--- config.mk ---
export PLATFORM = sky130hd
export DESIGN_NAME = dac_spi_tx
export DESIGN_NICKNAME = d
export VERILOG_FILES = /design/src/rtl/dac_spi_pkg.sv /design/src/rtl/dac_spi_tick.sv /design/src/rtl/dac_spi_byte_shift.sv /design/src/rtl/dac_spi_tx.sv
export SDC_FILE = /design/constraint.sdc
export NUM_CORES = 1
export LEC_CHECK = 0
export BUFFER_PORTS_ARGS = -buffer_cell sky130_fd_sc_hd__buf_2
export CORE_ASPECT_RATIO = 1.25
export CORE_MARGIN = 1
export CORE_UTILIZATION = 42
export CTS_CLUSTER_SIZE = 12
export DETAILED_ROUTE_END_ITERATION = 16
export HOLD_SLACK_MARGIN = 0.1
export SYNTH_ARGS = -nofsm -noshare
export SYNTH_HDL_FRONTEND = slang
export SYNTH_SLANG_ARGS = --single-unit
--- constraint.sdc ---
create_clock -name clk -period 1.9 [get_ports clk]
set_input_delay 0.095 -clock clk [delete_from_list [all_inputs] [get_ports clk]]
set_output_delay 0.095 -clock clk [all_outputs]
set_load 0.02 [all_outputs]
--- src/rtl/dac_spi_pkg.sv ---
package dac_spi_pkg;
  localparam int BYTE_W = 8;

  typedef enum logic [2:0] {
    ST_IDLE,
    ST_LEAD,
    ST_SHIFT,
    ST_TRAIL,
    ST_HOLD
  } tx_state_t;
endpackage

--- src/rtl/dac_spi_tick.sv ---
module dac_spi_tick #(
  parameter int HALF_DIV = 2
) (
  input  logic clk,
  input  logic rst_n,
  input  logic en,
  output logic tick
);
  localparam int CW = (HALF_DIV > 1) ? $clog2(HALF_DIV) : 1;

  logic [CW-1:0] cnt;

  assign tick = en && (cnt == CW'(HALF_DIV - 1));

  always_ff @(posedge clk or negedge rst_n) begin
    if (!rst_n)      cnt <= '0;
    else if (!en)    cnt <= '0;
    else if (tick)   cnt <= '0;
    else             cnt <= cnt + 1'b1;
  end
endmodule

--- src/rtl/dac_spi_byte_shift.sv ---
module dac_spi_byte_shift #(
  parameter int W = 8
) (
  input  logic         clk,
  input  logic         rst_n,
  input  logic         tick,
  input  logic         load,
  input  logic [W-1:0] din,
  output logic         sclk,
  output logic         mosi,
  output logic         fin
);
  localparam int BW = $clog2(W);

  logic [W-1:0]  sr;
  logic [BW-1:0] bitn;
  logic          busy;

  assign mosi = busy & sr[W-1];

  always_ff @(posedge clk or negedge rst_n) begin
    if (!rst_n) begin
      sr   <= '0;
      bitn <= '0;
      busy <= 1'b0;
      sclk <= 1'b0;
      fin  <= 1'b0;
    end else begin
      fin <= 1'b0;
      if (load) begin
        sr   <= din;
        bitn <= '0;
        busy <= 1'b1;
        sclk <= 1'b0;
      end else if (busy && tick) begin
        if (!sclk) begin
          sclk <= 1'b1;
        end else begin
          sclk <= 1'b0;
          if (bitn == BW'(W - 1)) begin
            busy <= 1'b0;
            fin  <= 1'b1;
          end else begin
            sr   <= {sr[W-2:0], 1'b0};
            bitn <= bitn + 1'b1;
          end
        end
      end
    end
  end
endmodule

--- src/rtl/dac_spi_tx.sv ---
module dac_spi_tx
  import dac_spi_pkg::*;
#(
  parameter int                DATA_W    = 12,
  parameter int                CTRL_W    = 4,
  parameter logic [CTRL_W-1:0] CTRL_CODE = 4'b0011,
  parameter int                HALF_DIV  = 2
) (
  input  logic              clk,
  input  logic              rst_n,
  input  logic              in_valid,
  output logic              in_ready,
  input  logic [DATA_W-1:0] in_data,
  output logic              sclk,
  output logic              mosi,
  output logic              cs_n,
  output logic              done
);
  localparam int FRAME_W = CTRL_W + DATA_W;
  localparam int NBYTES  = FRAME_W / BYTE_W;
  localparam int IW      = (NBYTES > 1) ? $clog2(NBYTES) : 1;

  tx_state_t          st;
  logic [FRAME_W-1:0] word;
  logic [IW-1:0]      bidx;
  logic [IW-1:0]      nidx;
  logic [FRAME_W-1:0] word_sh;
  logic [BYTE_W-1:0]  load_byte;
  logic               hflag;
  logic               tick;
  logic               fin;
  logic               load;
  logic               last_byte;

  assign in_ready  = (st == ST_IDLE);
  assign last_byte = (bidx == IW'(NBYTES - 1));
  assign nidx      = (st == ST_LEAD) ? '0 : bidx + 1'b1;
  assign word_sh   = word << (BYTE_W * int'(nidx));
  assign load_byte = word_sh[FRAME_W-1 -: BYTE_W];
  assign load      = ((st == ST_LEAD) && tick) ||
                     ((st == ST_SHIFT) && fin && !last_byte);

  dac_spi_tick #(.HALF_DIV(HALF_DIV)) u_tick (
    .clk   (clk),
    .rst_n (rst_n),
    .en    (st != ST_IDLE),
    .tick  (tick)
  );

  dac_spi_byte_shift #(.W(BYTE_W)) u_shift (
    .clk   (clk),
    .rst_n (rst_n),
    .tick  (tick),
    .load  (load),
    .din   (load_byte),
    .sclk  (sclk),
    .mosi  (mosi),
    .fin   (fin)
  );

  always_ff @(posedge clk or negedge rst_n) begin
    if (!rst_n) begin
      st    <= ST_IDLE;
      word  <= '0;
      bidx  <= '0;
      hflag <= 1'b0;
      cs_n  <= 1'b1;
      done  <= 1'b0;
    end else begin
      done <= 1'b0;
      unique case (st)
        ST_IDLE: begin
          if (in_valid) begin
            word <= {CTRL_CODE, in_data};
            cs_n <= 1'b0;
            st   <= ST_LEAD;
          end
        end
        ST_LEAD: begin
          if (tick) begin
            bidx <= '0;
            st   <= ST_SHIFT;
          end
        end
        ST_SHIFT: begin
          if (fin) begin
            if (last_byte) st <= ST_TRAIL;
            else           bidx <= nidx;
          end
        end
        ST_TRAIL: begin
          if (tick) begin
            cs_n  <= 1'b1;
            done  <= 1'b1;
            hflag <= 1'b0;
            st    <= ST_HOLD;
          end
        end
        ST_HOLD: begin
          if (tick) begin
            if (hflag) st <= ST_IDLE;
            else       hflag <= 1'b1;
          end
        end
        default: st <= ST_IDLE;
      endcase
    end
  end
endmodule

==> results.yml <==
logic_synthesis:
  syn_inst: 128
  synth_warnings: 0
  syn_nets: 145
  yosysSeqAreaShare_pct: 53.7
  synth_cell_types: 32
  syn_area_um2: 1630
  syn_avg_cell_area_um2: 12.8
  synth-seq-cells: 35
die:
  die_y_um: 71.7
  num_rows: 24
  pin_count: 20
  core-area_um2: 3600
  die_area_um2: 4140
  die_w_um: 57.8
  start_util_pct: 45.3
timing:
  finalWorstSetupSlack_ns: 0.243
  fin_setup_tns_ns: 0
  skew_ns: 0.00258
  tightest_slew_ns: 0.766
  slew_violations: 0
  maxSlewHeadroom_pct: 49.0
  rsz0062_at_grt: "no"
  hold_viol: 0
  period_share_pct: 87.2
  max_freq_ghz: 0.604
  holdWs_ns: 0.318
  setup_viol: 0
  period_needed_ns: 1.66
worst_setup_path:
  end_kind: "register"
  r2r_setup_slack_ns: 0.24
  worst_setup_path_start_kind: "register"
  r2r-end: "u_shift.sr[1]$_DFFE_PN0P_"
  arrival_ns: 1.82
  path_class: "register to register"
  r2r_cells: 5
  reg2reg_from: "u_shift.bitn[0]$_DFFE_PN0P_"
  critPathRequiredTime_ns: 2.06
  crit_path_max_fanout: 11
clock_network:
  clk_latency_ns: 0.28
  cts_tree: "built"
  cts_made_buffers: 5
  clk_path_buf_depth: 2
  h-tree-depth: 2
  path_clk_slew_ns: 0.07
  cts_setup_buffers: 0
  clock-root-buffer: "clkbuf_8"
  cts_sinks: 35
worst_hold_path:
  hold_depth: 4
  hold_path_end: "st[0]$_DFFE_PN0P_"
  worstHoldStart: "in_valid"
  hold_class: "primary input to register"
power_and_ir_drop:
  p_comb_share_pct: 3.7
  ir_drop_v: 0.000481
  powerDensity_nw_per_um2: 666
  p_sw_mw: 0.272
  clkPwrFrac_pct: 39.0
  fin_total_pwr_mw: 1.30
  p_int_mw: 1.03
  p_leak_nw: 0.982
  seq_power_share_pct: 57.2
  swShare_pct: 20.9
run_status:
  violations: "DRC"
  outcome: "finished with violations"
place:
  pre_cts_ws_ns: 0.238
  dpl.hpwl_um: 1830
  dpl-instance-area_um2: 1740
  gp_congestion: 0.834
  io_buffers: 19
detailed_routing:
  routed_via_density: 5.29
  dr.first_iter.drc_count: 34
  drtAntennaViolNets: 0
  wl_per_cell_um: 13.3
  num_vias: 1080
  drc_errors: 3
  drt_wl_total_um: 2720
  first_pass_iters: 10
layout:
  finalNetCount: 181
  antenna_cells: 0
  drive_above_1_share_pct: 25.5
  fillers: 331
  area_growth_pct: 19.8
  stdcell_area_um2: 1960
grt:
  grt_pass1_wl_um: 4810
  grt_antenna_before_repair: 0
  grt_max_degree: 36
  grtUsageTotal_pct: 15.2
  grt_remaining_overflow: 0
  grt_pass1_vias: 1125
job:
  max-cap-violations: 0
==> sequential cells by signal, indices dropped and copies added (netlist names) <==
| name | count |
|---|---|
| word | 13 |
| cs_n | 1 |
| u_shift.busy | 1 |
| hflag | 1 |
| st | 3 |
| bidx | 1 |
| u_tick.cnt | 1 |
| u_shift.bitn | 3 |
| u_shift.sr | 8 |
| done | 1 |
| u_shift.sclk | 1 |
| u_shift.fin | 1 |
==> Yosys cell counts <==
cell | count | area share, %
dfrtp_1 | 34 | 52
mux2i_1 | 21 | 13
mux2_1 | 8 | 5.5
nand2_1 | 7 | 1.6
nor2_1 | 7 | 1.6
o21ai_0 | 6 | 1.8
mux2_2 | 5 | 3.4
buf_6 | 4 | 2.8
inv_1 | 3 | 0.69
nand3_1 | 3 | 0.92
a21oi_1 | 2 | 0.61
and2_1 | 2 | 0.77
buf_2 | 2 | 0.61
ha_1 | 2 | 1.5
nand2b_1 | 2 | 0.77
nor3b_1 | 2 | 0.92
o21ai_1 | 2 | 0.61
xnor2_1 | 2 | 1.1
a211oi_1 | 1 | 0.46
a21o_1 | 1 | 0.46
a21oi_4 | 1 | 1.0
a31oi_1 | 1 | 0.38
and3b_4 | 1 | 0.77
buf_4 | 1 | 0.46
dfstp_2 | 1 | 1.6
nand3b_1 | 1 | 0.46
nand4bb_2 | 1 | 1.0
nor2_2 | 1 | 0.38
nor3_2 | 1 | 0.61
o211ai_1 | 1 | 0.46
o311a_4 | 1 | 1.3
or2_2 | 1 | 0.38
==> logic make-up after synthesis <==
logic type      Yosys count  synth area share, %
simple gates             29                 10.2
xor+xnor                  2                 1.07
compound gates           16                 7.13
mux                      34                 21.8
flops                    35                 53.7
buf+inv                  10                 4.52
fa+ha+maj                 2                 1.53
==> layout by cell type, fill, tap and decap left out <==
cell           instances
dfstp_2                1
ha_1                   2
buf_4                  4
o311a_4                1
clkbuf_1               2
mux2_2                 5
o211ai_1               1
nand4bb_2              1
nand3_1                3
a21oi_4                1
nand2_1                7
a31oi_1                1
o21ai_0                6
inv_1                  3
clkinv_2               1
a21o_1                 1
a211oi_1               1
mux2_1                 8
nand3b_1               1
dlygate4sd3_1         13
clkbuf_8               5
and2_1                 2
a21oi_1                2
nor2_2                 1
and3b_4                1
nand2b_1               2
xnor2_1                2
buf_2                 19
nor2_1                 7
o21ai_1                2
nor3b_1                2
or2_2                  1
mux2i_1               21
dfrtp_1               34
nor3_2                 1
==> power groups by stage <==
stage,Combinational [mW],Clock (mW),Sequential [mW]
2_1_floorplan,0.00122,0,0.759
3_3_place_gp,0.0290,0,0.759
3_5_place_dp,0.0298,0,0.759
4_1_cts,0.0502,0.525,0.745
5_1_grt,0.0547,0.546,0.745
6_report,0.0486,0.508,0.745
==> through the flow <==
step                util, %  cells
global placement       48.4    183
detailed placement     48.4    183
global route           54.3    204
CTS                    54.3    204
floorplan                 -    128
finish                 54.3    204
==> area by class of cell <==
type,count,area (um^2),share of cell area [%]
tap,39,48.8,2.50
multi-input combinational,83,682,34.9
sequential,35,877,44.8
inverter,3,11.3,0.576
timing repair buffer,36,255,13.1
clock buffer,7,76.3,3.90
clock inverter,1,5.00,0.256
==> worst max-delay path, cell delays in order (launching register included) <==
cell and delay (ns):
dfrtp_1 0.39, ha_1 0.21, ha_1 0.21, and3b_4 0.43, mux2i_1 0.21, mux2i_1 0.09
==> timing repair <==
| item | CTS | global route |
|---|---|---|
| hold endpoints to repair | 46 | 0 |
| hold buffers | 13 | 0 |
| resized for setup | 0 | 0 |
==> metal layers <==
layer  track usage (%)  share of wire (%)
met5                 0                  0
met4              6.08               0.99
met1              17.2                 45
met3              5.05                3.3
met2              26.1                 51
==> worst max path at each step <==
stage,from,to,slack (ns),cells past startpoint
after global placement,u_shift.bitn[0]$_DFFE_PN0P_,u_shift.sr[2]$_DFFE_PN0P_,0.27,5
after global routing,u_shift.bitn[0]$_DFFE_PN0P_,u_shift.sr[1]$_DFFE_PN0P_,0.12,5
after floorplan,st[0]$_DFFE_PN0P_,word[0]$_DFFE_PN0P_,0.15,6
after detailed placement,u_shift.bitn[0]$_DFFE_PN0P_,u_shift.sr[1]$_DFFE_PN0P_,0.24,5
after CTS,u_shift.bitn[0]$_DFFE_PN0P_,u_shift.sr[1]$_DFFE_PN0P_,0.22,5
final,u_shift.bitn[0]$_DFFE_PN0P_,u_shift.sr[1]$_DFFE_PN0P_,0.24,5
No activity file was read; power rests on OpenSTA's default activity.
